$ cat config.mk
export PLATFORM = sky130hd
export DESIGN_NAME = sem_bank_dp
export DESIGN_NICKNAME = d
export VERILOG_FILES = /design/src/rtl/sem_bank_pkg.sv /design/src/rtl/sem_port_dec.sv /design/src/rtl/sem_cell.sv /design/src/rtl/sem_read_reg.sv /design/src/rtl/sem_bank_dp.sv
export SDC_FILE = /design/constraint.sdc
export NUM_CORES = 1
export LEC_CHECK = 0
export ABC_AREA = 0
export BUFFER_PORTS_ARGS = -buffer_cell sky130_fd_sc_hd__buf_2
export CAP_MARGIN = 20
export CORE_ASPECT_RATIO = 0.6
export CORE_MARGIN = 5
export CORE_UTILIZATION = 30
export CTS_CLUSTER_DIAMETER = 60
export DETAILED_ROUTE_END_ITERATION = 8
export GPL_TIMING_DRIVEN = 0
export SLEW_MARGIN = 30
export SYNTH_ARGS = -nofsm -noshare
export SYNTH_HDL_FRONTEND = slang
export SYNTH_HIERARCHICAL = 1
export SYNTH_SLANG_ARGS = --single-unit
$ cat constraint.sdc
create_clock -name clk -period 2.4 [get_ports clk]
set_clock_uncertainty 0.2 [all_clocks]
set_input_delay 0.24 -clock clk [delete_from_list [all_inputs] [get_ports clk]]
set_output_delay 0.24 -clock clk [all_outputs]
set_load 0.1 [all_outputs]
$ cat src/rtl/sem_bank_pkg.sv
// Shared types for the two-port semaphore bank.
// Assumes: exactly two ports, called left and right.
package sem_bank_pkg;
    typedef enum logic [1:0] {
        OWN_NONE  = 2'd0,
        OWN_LEFT  = 2'd1,
        OWN_RIGHT = 2'd2
    } owner_e;
endpackage

$ cat src/rtl/sem_port_dec.sv
// Decodes one port's strobes into per-flag request and release pulses, plus a read
// enable and the index of the flag being read.
// Assumes: a port can access the bank only while its select is low and its chip enable is high.
module sem_port_dec #(
    parameter int N_SEM  = 8,
    parameter int ADDR_W = 12,
    parameter int DW     = 8,
    localparam int IDX_W = $clog2(N_SEM)
) (
    input  logic              sel_n,
    input  logic              ce_n,
    input  logic [ADDR_W-1:0] addr,
    input  logic              we_n,
    input  logic              oe_n,
    input  logic [DW-1:0]     wdata,
    output logic [N_SEM-1:0]  req,
    output logic [N_SEM-1:0]  rel,
    output logic              rd_en,
    output logic [IDX_W-1:0]  rd_idx
);
    logic             access;
    logic             wr;
    logic [IDX_W-1:0] idx;

    // Qualify the access and pick the flag index from the low address bits.
    always_comb begin
        access = !sel_n && ce_n;
        wr     = access && !we_n;
        rd_en  = access && we_n && !oe_n;
        idx    = addr[IDX_W-1:0];
        rd_idx = idx;
    end

    // One request/release pulse per flag; only data bit 0 picks which one.
    for (genvar i = 0; i < N_SEM; i++) begin : g_flag
        always_comb begin
            req[i] = wr && (idx == IDX_W'(i)) && !wdata[0];
            rel[i] = wr && (idx == IDX_W'(i)) &&  wdata[0];
        end
    end
endmodule

$ cat src/rtl/sem_cell.sv
// State for one ownership flag: who holds it and whether the other side is waiting.
// Assumes: one port never requests and releases the same flag in one cycle. When both
// ports request a free flag in the same cycle, left wins.
module sem_cell
    import sem_bank_pkg::*;
(
    input  logic clk,
    input  logic rst_n,
    input  logic l_req,
    input  logic l_rel,
    input  logic r_req,
    input  logic r_rel,
    output logic own_l,
    output logic own_r,
    output logic pend_l,
    output logic pend_r
);
    owner_e owner_q, owner_d;
    logic   pl_q, pl_d, pr_q, pr_d;
    logic   pr_next, pl_next;

    // Next-state rules for grant, release, hand-off and waiting.
    always_comb begin
        owner_d = owner_q;
        pl_d    = 1'b0;
        pr_d    = 1'b0;
        pr_next = (pr_q || r_req) && !r_rel;
        pl_next = (pl_q || l_req) && !l_rel;
        case (owner_q)
            OWN_NONE: begin
                if (l_req) begin
                    owner_d = OWN_LEFT;
                    pr_d    = r_req;
                end else if (r_req) begin
                    owner_d = OWN_RIGHT;
                end
            end
            OWN_LEFT: begin
                if (l_rel) owner_d = pr_next ? OWN_RIGHT : OWN_NONE;
                else       pr_d    = pr_next;
            end
            OWN_RIGHT: begin
                if (r_rel) owner_d = pl_next ? OWN_LEFT : OWN_NONE;
                else       pl_d    = pl_next;
            end
            default: owner_d = OWN_NONE;
        endcase
    end

    // Flag state register, cleared to free with nothing waiting.
    always_ff @(posedge clk) begin
        if (!rst_n) begin
            owner_q <= OWN_NONE;
            pl_q    <= 1'b0;
            pr_q    <= 1'b0;
        end else begin
            owner_q <= owner_d;
            pl_q    <= pl_d;
            pr_q    <= pr_d;
        end
    end

    // Status outputs for the read path and the checker.
    always_comb begin
        own_l  = (owner_q == OWN_LEFT);
        own_r  = (owner_q == OWN_RIGHT);
        pend_l = pl_q;
        pend_r = pr_q;
    end
endmodule

$ cat src/rtl/sem_read_reg.sv
// Per-port read register. On a read it captures the selected flag's value on every bit
// and holds it until the next read.
// Assumes: own[i] is high when this port holds flag i.
module sem_read_reg #(
    parameter int N_SEM  = 8,
    parameter int DW     = 8,
    localparam int IDX_W = $clog2(N_SEM)
) (
    input  logic             clk,
    input  logic             rst_n,
    input  logic             rd_en,
    input  logic [IDX_W-1:0] rd_idx,
    input  logic [N_SEM-1:0] own,
    output logic [DW-1:0]    rdata
);
    logic val;

    // Flag value as this port sees it: 0 when held by this port.
    always_comb val = !own[rd_idx];

    // Capture on a read, hold otherwise; reset to all ones.
    always_ff @(posedge clk) begin
        if (!rst_n)     rdata <= '1;
        else if (rd_en) rdata <= {DW{val}};
    end
endmodule

$ cat src/rtl/sem_bank_dp.sv
// Top level of the two-port semaphore bank: two port decoders, one state cell per flag,
// and one read register per port.
// Assumes: synchronous ports sharing one clock; the memory array is outside this block.
module sem_bank_dp #(
    parameter int N_SEM  = 8,
    parameter int ADDR_W = 12,
    parameter int DW     = 8,
    localparam int IDX_W = $clog2(N_SEM)
) (
    input  logic              clk,
    input  logic              rst_n,
    input  logic              l_sel_n,
    input  logic              l_ce_n,
    input  logic [ADDR_W-1:0] l_addr,
    input  logic              l_we_n,
    input  logic              l_oe_n,
    input  logic [DW-1:0]     l_wdata,
    output logic [DW-1:0]     l_rdata,
    input  logic              r_sel_n,
    input  logic              r_ce_n,
    input  logic [ADDR_W-1:0] r_addr,
    input  logic              r_we_n,
    input  logic              r_oe_n,
    input  logic [DW-1:0]     r_wdata,
    output logic [DW-1:0]     r_rdata
);
    logic [N_SEM-1:0] l_req, l_rel, r_req, r_rel;
    logic [N_SEM-1:0] own_l, own_r, pend_l, pend_r;
    logic             l_rd_en, r_rd_en;
    logic [IDX_W-1:0] l_rd_idx, r_rd_idx;

    sem_port_dec #(.N_SEM(N_SEM), .ADDR_W(ADDR_W), .DW(DW)) u_dec_l (
        .sel_n(l_sel_n), .ce_n(l_ce_n), .addr(l_addr), .we_n(l_we_n), .oe_n(l_oe_n),
        .wdata(l_wdata), .req(l_req), .rel(l_rel), .rd_en(l_rd_en), .rd_idx(l_rd_idx)
    );

    sem_port_dec #(.N_SEM(N_SEM), .ADDR_W(ADDR_W), .DW(DW)) u_dec_r (
        .sel_n(r_sel_n), .ce_n(r_ce_n), .addr(r_addr), .we_n(r_we_n), .oe_n(r_oe_n),
        .wdata(r_wdata), .req(r_req), .rel(r_rel), .rd_en(r_rd_en), .rd_idx(r_rd_idx)
    );

    for (genvar i = 0; i < N_SEM; i++) begin : g_cell
        sem_cell u_cell (
            .clk(clk), .rst_n(rst_n),
            .l_req(l_req[i]), .l_rel(l_rel[i]), .r_req(r_req[i]), .r_rel(r_rel[i]),
            .own_l(own_l[i]), .own_r(own_r[i]), .pend_l(pend_l[i]), .pend_r(pend_r[i])
        );
    end

    sem_read_reg #(.N_SEM(N_SEM), .DW(DW)) u_rd_l (
        .clk(clk), .rst_n(rst_n), .rd_en(l_rd_en), .rd_idx(l_rd_idx), .own(own_l), .rdata(l_rdata)
    );

    sem_read_reg #(.N_SEM(N_SEM), .DW(DW)) u_rd_r (
        .clk(clk), .rst_n(rst_n), .rd_en(r_rd_en), .rd_idx(r_rd_idx), .own(own_r), .rdata(r_rdata)
    );
endmodule

======== Yosys cells after proc, flatten, opt, wreduce, memory -nomap -nowiden ========
Index checks and enable logic that the tools add are counted.
cells by class
  shift-type cells ........................ 0
  equal/unequal tests ..................... 54
  add/sub/neg operators ................... 0
  bitwise logic cells ..................... 9
  multiply operators ...................... 0
  order comparisons ....................... 2
  divide/modulo/power cells ............... 0
  multiplexer cells ....................... 84
  reduce and logical (&&, ||, !) cells .... 140
operator list
  operator                                                count
  2-to-1 mux 2 bit                                        40
  logical AND 1 bit                                       72
  one-hot mux 2 bit (3 select lines)                      8
  inequality test 2 x 1 -> 1 bit (second input constant)  16
  zero test 1 bit                                         26
  2-to-1 mux 1 bit                                        26
  == test 3 bit (second input constant)                   8
  inequality test 3 x 1 -> 1 bit (second input constant)  8
  AND reduction 3 bit                                     8
  OR reduction 3 bit                                      8
  == test 2 x 1 -> 1 bit (second input constant)          8
  == test 2 bit (second input constant)                   8
  zero test 2 bit                                         8
  logical OR 1 bit                                        16
  one-hot mux 1 bit (2 select lines)                      8
  == test 3 x 2 -> 1 bit (second input constant)          4
  inverter 1 bit                                          9
  < comparator 3 x 4 -> 1 bit (second input constant)     2
  binary-select mux 1 bit (select 3 bit)                  2
  == test 3 x 1 -> 1 bit (second input constant)          2
  zero test 3 bit                                         2
storage, ports and cells
  register bits ........................... 34
  memories ................................ 0
  output and inout port bits .............. 16
  ROM bits ................................ 0
  memory bits (writable) .................. 0
  bits in latches ......................... 0
  logic and storage cells ................. 315

======== Depth between registers and ports, before layout ========
Gate-level depths: netlist (run 1).
  depth after elaboration ................. 10
  mapped depth ............................ 6
  gate-level depth less buffers ........... 5

======== By module ========
The synthesis (run 1) kept the hierarchy.
by module, submodules not included
  module                            cells each  area an instance (µm²)  times used
  sem_cell at g_cell[3].u_cell ...  23          230.2                   5
  sem_cell at g_cell[0].u_cell ...  22          205.2                   3
  sem_port_dec                      32          214.0                   2
  sem_read_reg                      16          156.4                   2

======== Worst setup path before layout (run 1) ========
No wires, ideal clock.
  kind .................................... reg2out
  from .................................... reg u_rd_l/rdata[0] (netlist name)
  to ...................................... out l_rdata[1]
  path buffers ............................ 1
  required time ........................... 1,960 ps
  slack ................................... 479 ps
  cell stages (with the launch flop) ...... 2
  arrival time ............................ 1,481 ps
  cells stage by stage .................... dfxtp_1 buf_4
RTL lines
  element        line               RTL
  end, declared  sem_bank_dp.sv:18  output logic [DW-1:0] l_rdata,
No word-level cell between the ends.

======== Worst setup path after layout (run 1) ========
  from .................................... in l_we_n
  to ...................................... reg g_cell[4].u_cell.owner_q[0]
between the ends
  word-level cells in the longest chain between the ends .. 9
RTL lines
  element                             line                RTL
  start, declared                     sem_bank_dp.sv:15   input logic l_we_n,
  zero test 1 bit (*)                 sem_port_dec.sv:28  wr = access && !we_n;
  logical AND 1 bit (*)               sem_port_dec.sv:28
  logical AND 1 bit (*) (2 in a row)  sem_port_dec.sv:37  req[i] = wr && (idx == IDX_W'(i)) && !wdata[0];
  net l_req[4]                        sem_bank_dp.sv:27   logic [N_SEM-1:0] l_req, l_rel, r_req, r_rel;
  logical OR 1 bit                    sem_cell.sv:28      pl_next = (pl_q || l_req) && !l_rel;
  logical AND 1 bit                   sem_cell.sv:28
  2-to-1 mux 1 bit                    sem_cell.sv:43      if (r_rel) owner_d = pl_next ? OWN_LEFT : OWN_NONE;
  2-to-1 mux 2 bit                    sem_cell.sv:43
  one-hot mux 2 bit (3 select lines)  sem_cell.sv:29      case (owner_q)
  end signal, assigned                sem_cell.sv:57      owner_q <= owner_d;
  end, declared                       sem_cell.sv:18      owner_e owner_q, owner_d;
The timed path passes the listed nets; every way through them passes the cells marked *. The select of a mux whose other input is x is not followed.
A chain may end at the register's enable or synchronous reset.

==> flow_summary.ini, run 1 <==
[logic_synthesis]
synth-seq-cells = 34
syn-cell-area_sq_um = 2510
ys_types = 37
avgSynthCellArea_sq_um = 9.05
synth_mux_area_frac = 0.0339
yosysWarnings = 6
yosys.area_share.simple = 0.419
syn_nets = 327
synth_xor_area_frac = 0
synthCells = 277
synth_compound_area_frac = 0.204
synth-seq-area-share = 0.271
synth_fa_ha_area_frac = 0
synth_top_family_by_area = simple AND/OR/NAND/NOR gates

[worst_setup_path]
cp-end-kind = flip-flop
worst_r2r_path_depth = 4
path_buf_inv = 2
reg2reg_from = g_cell[0].u_cell/owner_q[1]
endpoint = g_cell[4].u_cell/owner_q[0]
critPathLaunchType = input pin
critical_path.cell_chain = buf_2 > or2_1 > clkbuf_1 > nor4_1 > a21oi_1 > nor4b_1 > o21a_1
cpMaxStageDelayCell = nor4_1
rr_endpoint = u_rd_r/rdata[0]
startpoint = l_we_n
cp.required_ns = 2.43
crit_fanout = 7
cp.arrival_ns = 2.00
reg2reg_slack_ns = 0.78
path_depth = 7
critPathMaxStageDelay_ns = 0.68
crit_family = simple AND/OR/NAND/NOR gates
path_class = in -> reg

[power]
design_power_total_mw = 1.42
powerDensity_nw_per_um2 = 482
peakVddDrop_mv = 0.281
p_leak_nw = 0.980

[floorplanning]
die_w_um = 128
dieArea_sq_um = 10300
fp.dieH_um = 80.8
rows = 25
io_pins = 66
core_area_sq_um = 8010
initial_core_util = 0.313

[layout]
layout_common_cells = dfxtp_1, buf_2, nor2_1
final_common_cell = dfxtp_1
finalNonFillerCells = 426
antenna-diode-count = 0
nFillCells = 856
final_area_sq_um = 2960
syn_to_final_growth_pct = 17.9
nets = 367
layout-drive-gt1-share = 0.283

[sta]
hold_viol = 0
fin_crit_ns = 1.97
layout_setup_ws_ns = 0.430
fin_tns_setup_ns = 0
rsz0062_at_grt = false
drv_slew = 0
slew_headroom = 0.477
fmax_ghz = 0.508
final.period_utilization = 0.821
finalSetupViolations = 0
tightestPinTransition_ns = 0.777

[clock_tree]
post_cts_buffers = 0
cts.htree.levels = 2
clock-root-buffer = clkbuf_16
cts_hold_buf = 0
cts.path.max_buffers = 2
cts.clk_slew.worst_paths_ns = 0.06
cts_resized = 0
cts_sinks = 34
cts_tree = done
cts_buffers = 5
worstSkewPairLatency_ns = 0.28

[drt]
routed_via_density = 5.26
wl_per_cell_um = 15.0
routed_wl_mm = 6.41
drt_iter0_drc = 179
drc = 0
first_pass_iters = 5
vias = 2240
antenna_left = 0

[global_route]
grt_use_total = 0.132
grt_pass1_vias = 2067
antenna_found_initial = 0
grt_pass1_wl_mm = 10.7
grt_max_degree = 35
grt-ovfl-total = 0

[job]
drv_cap = 0

[placed_design]
dpl_cell_area_sq_um = 2810
pre_cts_slack_ns = 0.133
dp_cells = 418
gp_congestion = 0.824
dpl.hpwl_mm = 4.98
numPortBuffers = 33

[min_path]
hold_path_class = in -> reg

[run_status]
status = finished clean
[how the worst min path moves through the flow]
stage / from / end / slack [ns] / depth (start not counted)
floorplan: rst_n / u_rd_l/rdata[0] / 0.11 / 1
global placement: g_cell[7].u_cell/pend_l / g_cell[7].u_cell/pend_l / 0.30 / 1
detailed placement: g_cell[3].u_cell/pend_l / g_cell[3].u_cell/pend_l / 0.30 / 1
CTS: l_oe_n / u_rd_l/rdata[0] / 0.07 / 3
global route: l_oe_n / u_rd_l/rdata[0] / 0.09 / 3
finish: l_oe_n / u_rd_l/rdata[0] / 0.08 / 3
[stage by stage]
| step | hold WS (ns) | utilization |
|---|---|---|
| floorplan | 0.106 | - |
| global placement | 0.301 | 0.351 |
| detailed placement | 0.303 | 0.351 |
| CTS | 0.0736 | 0.369 |
| global route | 0.0929 | 0.369 |
| finish | 0.0818 | 0.369 |
[final cells by class]
type	instances	area, sq um	share of cell area
multi-input combinational	217	1650	0.557
sequential	34	681	0.230
buffer	24	173	0.0584
timing repair buffer	33	165	0.0559
clock buffer	7	143	0.0483
tap	108	135	0.0457
inverter	2	7.51	0.00254
clock inverter	1	5.00	0.00169
[flip-flops by register name, indices dropped and copies added, names as in the netlist]
name and count:
g_cell.u_cell/pend_l 8, u_rd_l/rdata 1, g_cell.u_cell/owner_q 16, u_rd_r/rdata 1, g_cell.u_cell/pend_r 8
[kinds of logic (layout without fill, tap and decap cells)]
family                 count (synthesis)  count (layout)
AO/OA/AOI/OAI                         70              70
buffers and inverters                 26              67
flip-flops                            34              34
multiplexers                           6               6
AND/OR/NAND/NOR                      141             141
[metal layers]
layer	wire length (um)	up-vias	global-route usage
li1	-	1114	-
met1	3250	1074	0.196
met2	2750	43	0.185
met3	315	9	0.0342
met4	95	0	0.0424
met5	0	-	0
[tightest hold or removal path: cells and delay by family]
| family | cells | cell delay, ns |
|---|---|---|
| AO/OA/AOI/OAI | 1 | 0.15 |
| AND/OR/NAND/NOR | 1 | 0.06 |
| buffers and inverters | 1 | 0.08 |
[power breakdown]
part	internal [mW]	switching, mW
combinational	0.0597	0.134
clock	0.411	0.245
sequential	0.568	0.00619
[Yosys cell counts]
cell type | n | area (sq um)
nor3_2 | 4 | 40.0
or2_1 | 2 | 12.5
o21a_1 | 8 | 60.1
nor2_1 | 31 | 116
nand2b_1 | 17 | 106
nor3b_1 | 3 | 22.5
mux2i_1 | 4 | 40.0
or3b_1 | 2 | 17.5
nand3b_1 | 10 | 75.1
o21ai_0 | 8 | 40.0
or4b_1 | 4 | 40.0
inv_1 | 2 | 7.51
nand4b_1 | 2 | 17.5
nor2b_4 | 10 | 138
clkbuf_1 | 2 | 7.51
nand4bb_1 | 4 | 45.0
nor4bb_1 | 2 | 20.0
dfxtp_1 | 34 | 681
nor4_1 | 2 | 12.5
o221ai_2 | 2 | 30.0
o2bb2ai_1 | 2 | 17.5
o31ai_1 | 2 | 15.0
a21oi_1 | 21 | 105
mux4_2 | 2 | 45.0
o2111a_1 | 8 | 90.1
nor4b_1 | 16 | 140
a211oi_1 | 3 | 22.5
buf_4 | 22 | 165
nor2b_1 | 11 | 68.8
nor3b_2 | 5 | 62.6
nor2b_2 | 3 | 26.3
or2b_1 | 5 | 37.5
o31a_1 | 8 | 70.1
nor4_2 | 2 | 25.0
o211ai_1 | 8 | 60.1
nor3_1 | 4 | 20.0
nand2_1 | 2 | 7.51
Power figures use the tool's default switching activity.
==> run 2, diff against run 1 <==
--- a/config.mk
+++ b/config.mk
@@ -5,7 +5,7 @@
 export SDC_FILE = /design/constraint.sdc
 export NUM_CORES = 1
 export LEC_CHECK = 0
-export ABC_AREA = 0
+export ABC_AREA = 1
 export BUFFER_PORTS_ARGS = -buffer_cell sky130_fd_sc_hd__buf_2
 export CAP_MARGIN = 20
 export CORE_ASPECT_RATIO = 0.6
==> constraint.sdc (replaced) <==
create_clock -name clk -period 1.75 [get_ports clk]
set_clock_uncertainty 0.2 [all_clocks]
set_input_delay 0.175 -clock clk [delete_from_list [all_inputs] [get_ports clk]]
set_output_delay 0.175 -clock clk [all_outputs]
set_load 0.1 [all_outputs]
==> flow_summary.ini, run 2 <==
[worst_setup_path]
path_buf_inv = 2
reg2reg_from = g_cell[0].u_cell/owner_q[1]
critPathLaunchType = flip-flop
path_class = reg -> out
cpMaxStageDelayCell = buf_2
cp.arrival_ns = 1.22
crit_family = buffers and inverters
critPathMaxStageDelay_ns = 0.41
critical_path.cell_chain = buf_4 > buf_2
crit_fanout = 9
cp.required_ns = 1.37
cp-end-kind = output pin
startpoint = u_rd_l/rdata[0]

[logic_synthesis]
synthCells = 482
synth_most_common_cell = nand2_1
ys_types = 13
ys.flop_type = dfxtp_1
synth_async_sr_flop_share = 0
synth-seq-area-share = 0.254
yosysWarnings = 6
yosysTopAreaCell = dfxtp_1
synth-seq-cells = 34
avgSynthCellArea_sq_um = 5.56
syn_nets = 532
syn-cell-area_sq_um = 2680
synthTopCellsByArea = dfxtp_1, nand2_1, nor2_1, inv_1, nand3_1
synth_common_cells = nand2_1, nor2_1, inv_1, nand3_1, dfxtp_1
yosysTopAreaCellShare = 0.254
synth_edf_count = 0

[layout]
final_common_cell = nand2_1
antenna-diode-count = 0
layout-drive-gt1-share = 0.150
largest_reg_flops = 16
top_register = g_cell.u_cell/owner_q
nets = 570
syn_to_final_growth_pct = 17.0
layout_common_cells = nand2_1, nor2_1, inv_1

[clock_tree]
cts_sinks = 34
cts.htree.levels = 2
cts_tree = done
cts.path.max_buffers = 2
worstSkewPairLatency_ns = 0.28
cts.clk_slew.worst_paths_ns = 0.05
post_cts_buffers = 0
clock-root-buffer = clkbuf_16
cts_buffers = 5

[placed_design]
gp_congestion = 0.895
numPortBuffers = 29
dpl.hpwl_mm = 5.42
pre_cts_slack_ns = -0.0654

[floorplanning]
core_area_sq_um = 8620
dieArea_sq_um = 11000
fp.dieH_um = 83.2
io_pins = 66
die_w_um = 132
rows = 26
initial_core_util = 0.311

[power]
powerDensity_nw_per_um2 = 1150
p_leak_nw = 1.54
peakVddDrop_mv = 0.398

[drt]
routed_via_density = 4.55
drt_iter0_drc = 221
drc = 0
vias = 2882
routed_wl_mm = 6.83
wl_per_cell_um = 10.8
antenna_left = 0
first_pass_iters = 5

[sta]
fin_crit_ns = 1.59
layout_setup_ws_ns = 0.157
fin_hold_ws_ns = 0.0960
fin_tns_setup_ns = 0
final.period_utilization = 0.910
rsz0062_at_grt = false
hold_viol = 0
finalSetupViolations = 0
drv_slew = 0
slew_headroom = 0.633
tightestPinTransition_ns = 0.546
fmax_ghz = 0.628

[min_path]
hp-start = r_addr[2]
hold_path_class = in -> reg

[job]
drv_cap = 0

[global_route]
antenna_found_initial = 0
grt_use_total = 0.127
grt-ovfl-total = 0
grt_pass1_vias = 2436
grt_max_degree = 27
grt_pass1_wl_mm = 11.5

[run_status]
status = finished clean
## run 2: area by class of cell
type / instances / area [sq um]
Timing Repair Buffer: 31 / 165
Tap cell: 112 / 140
Sequential cell: 34 / 683
Multi-Input combinational cell: 340 / 1500
Clock buffer: 7 / 143
Clock inverter: 1 / 5.00
Buffer: 24 / 180
Fill cell: 936 / 5490
Inverter: 84 / 315
## run 2: worst register-to-register path, delay by kind of cell (launching register included)
family	cells	cell delay, ns
buffers and inverters	1	0.09
DFF	1	0.35
and+or+nand+nor	6	0.69
## run 2: per-layer routing
metal	share of wire	global-route usage	up-vias
li1	-	-	1538
met1	0.55	0.192	1246
met2	0.36	0.171	90
met3	0.081	0.0368	8
met4	0.012	0.0327	0
met5	0	0	-
## run 2: cell families (layout without fill, tap and decap cells)
logic type      count (synthesis)  in the layout  share of synthesized area
buf+inv                       108            147                      0.185
simple gates                  322            322                      0.518
flops                          34             34                      0.254
compound gates                 18             18                     0.0430
## run 2: repair_timing
item	in CTS	in global routing
hold endpoints to repair	2	0
resized for setup	0	0
hold buffers	2	0
## run 2: stage by stage
step	utilization	power [mW]	area (sq um)	std cells
6_report	0.364	3.60	3140	633
5_1_grt	0.364	3.93	3140	633
4_1_cts	0.364	3.63	3140	633
3_5_place_dp	0.344	2.69	2970	623
3_3_place_gp	0.344	2.67	2970	623
2_1_floorplan	-	2.37	2680	482
## run 2: power breakdown
group	internal (mW)	total, mW	leakage [nW]	switching, mW
sequential	0.921	1.06	0.275	0.139
combinational	0.541	1.64	1.19	1.10
clock	0.564	0.903	0.0739	0.339
total	2.03	3.60	1.54	1.58
## run 2: worst paths after layout
kind,depth (start not counted),slack (ns),endpoint
worst max-delay path,2,0.16,l_rdata[2]
worst min register to register,4,0.33,g_cell[0].u_cell/pend_l
worst max register to register,7,0.32,u_rd_r/rdata[0]
worst min-delay path,5,0.1,u_rd_r/rdata[0]
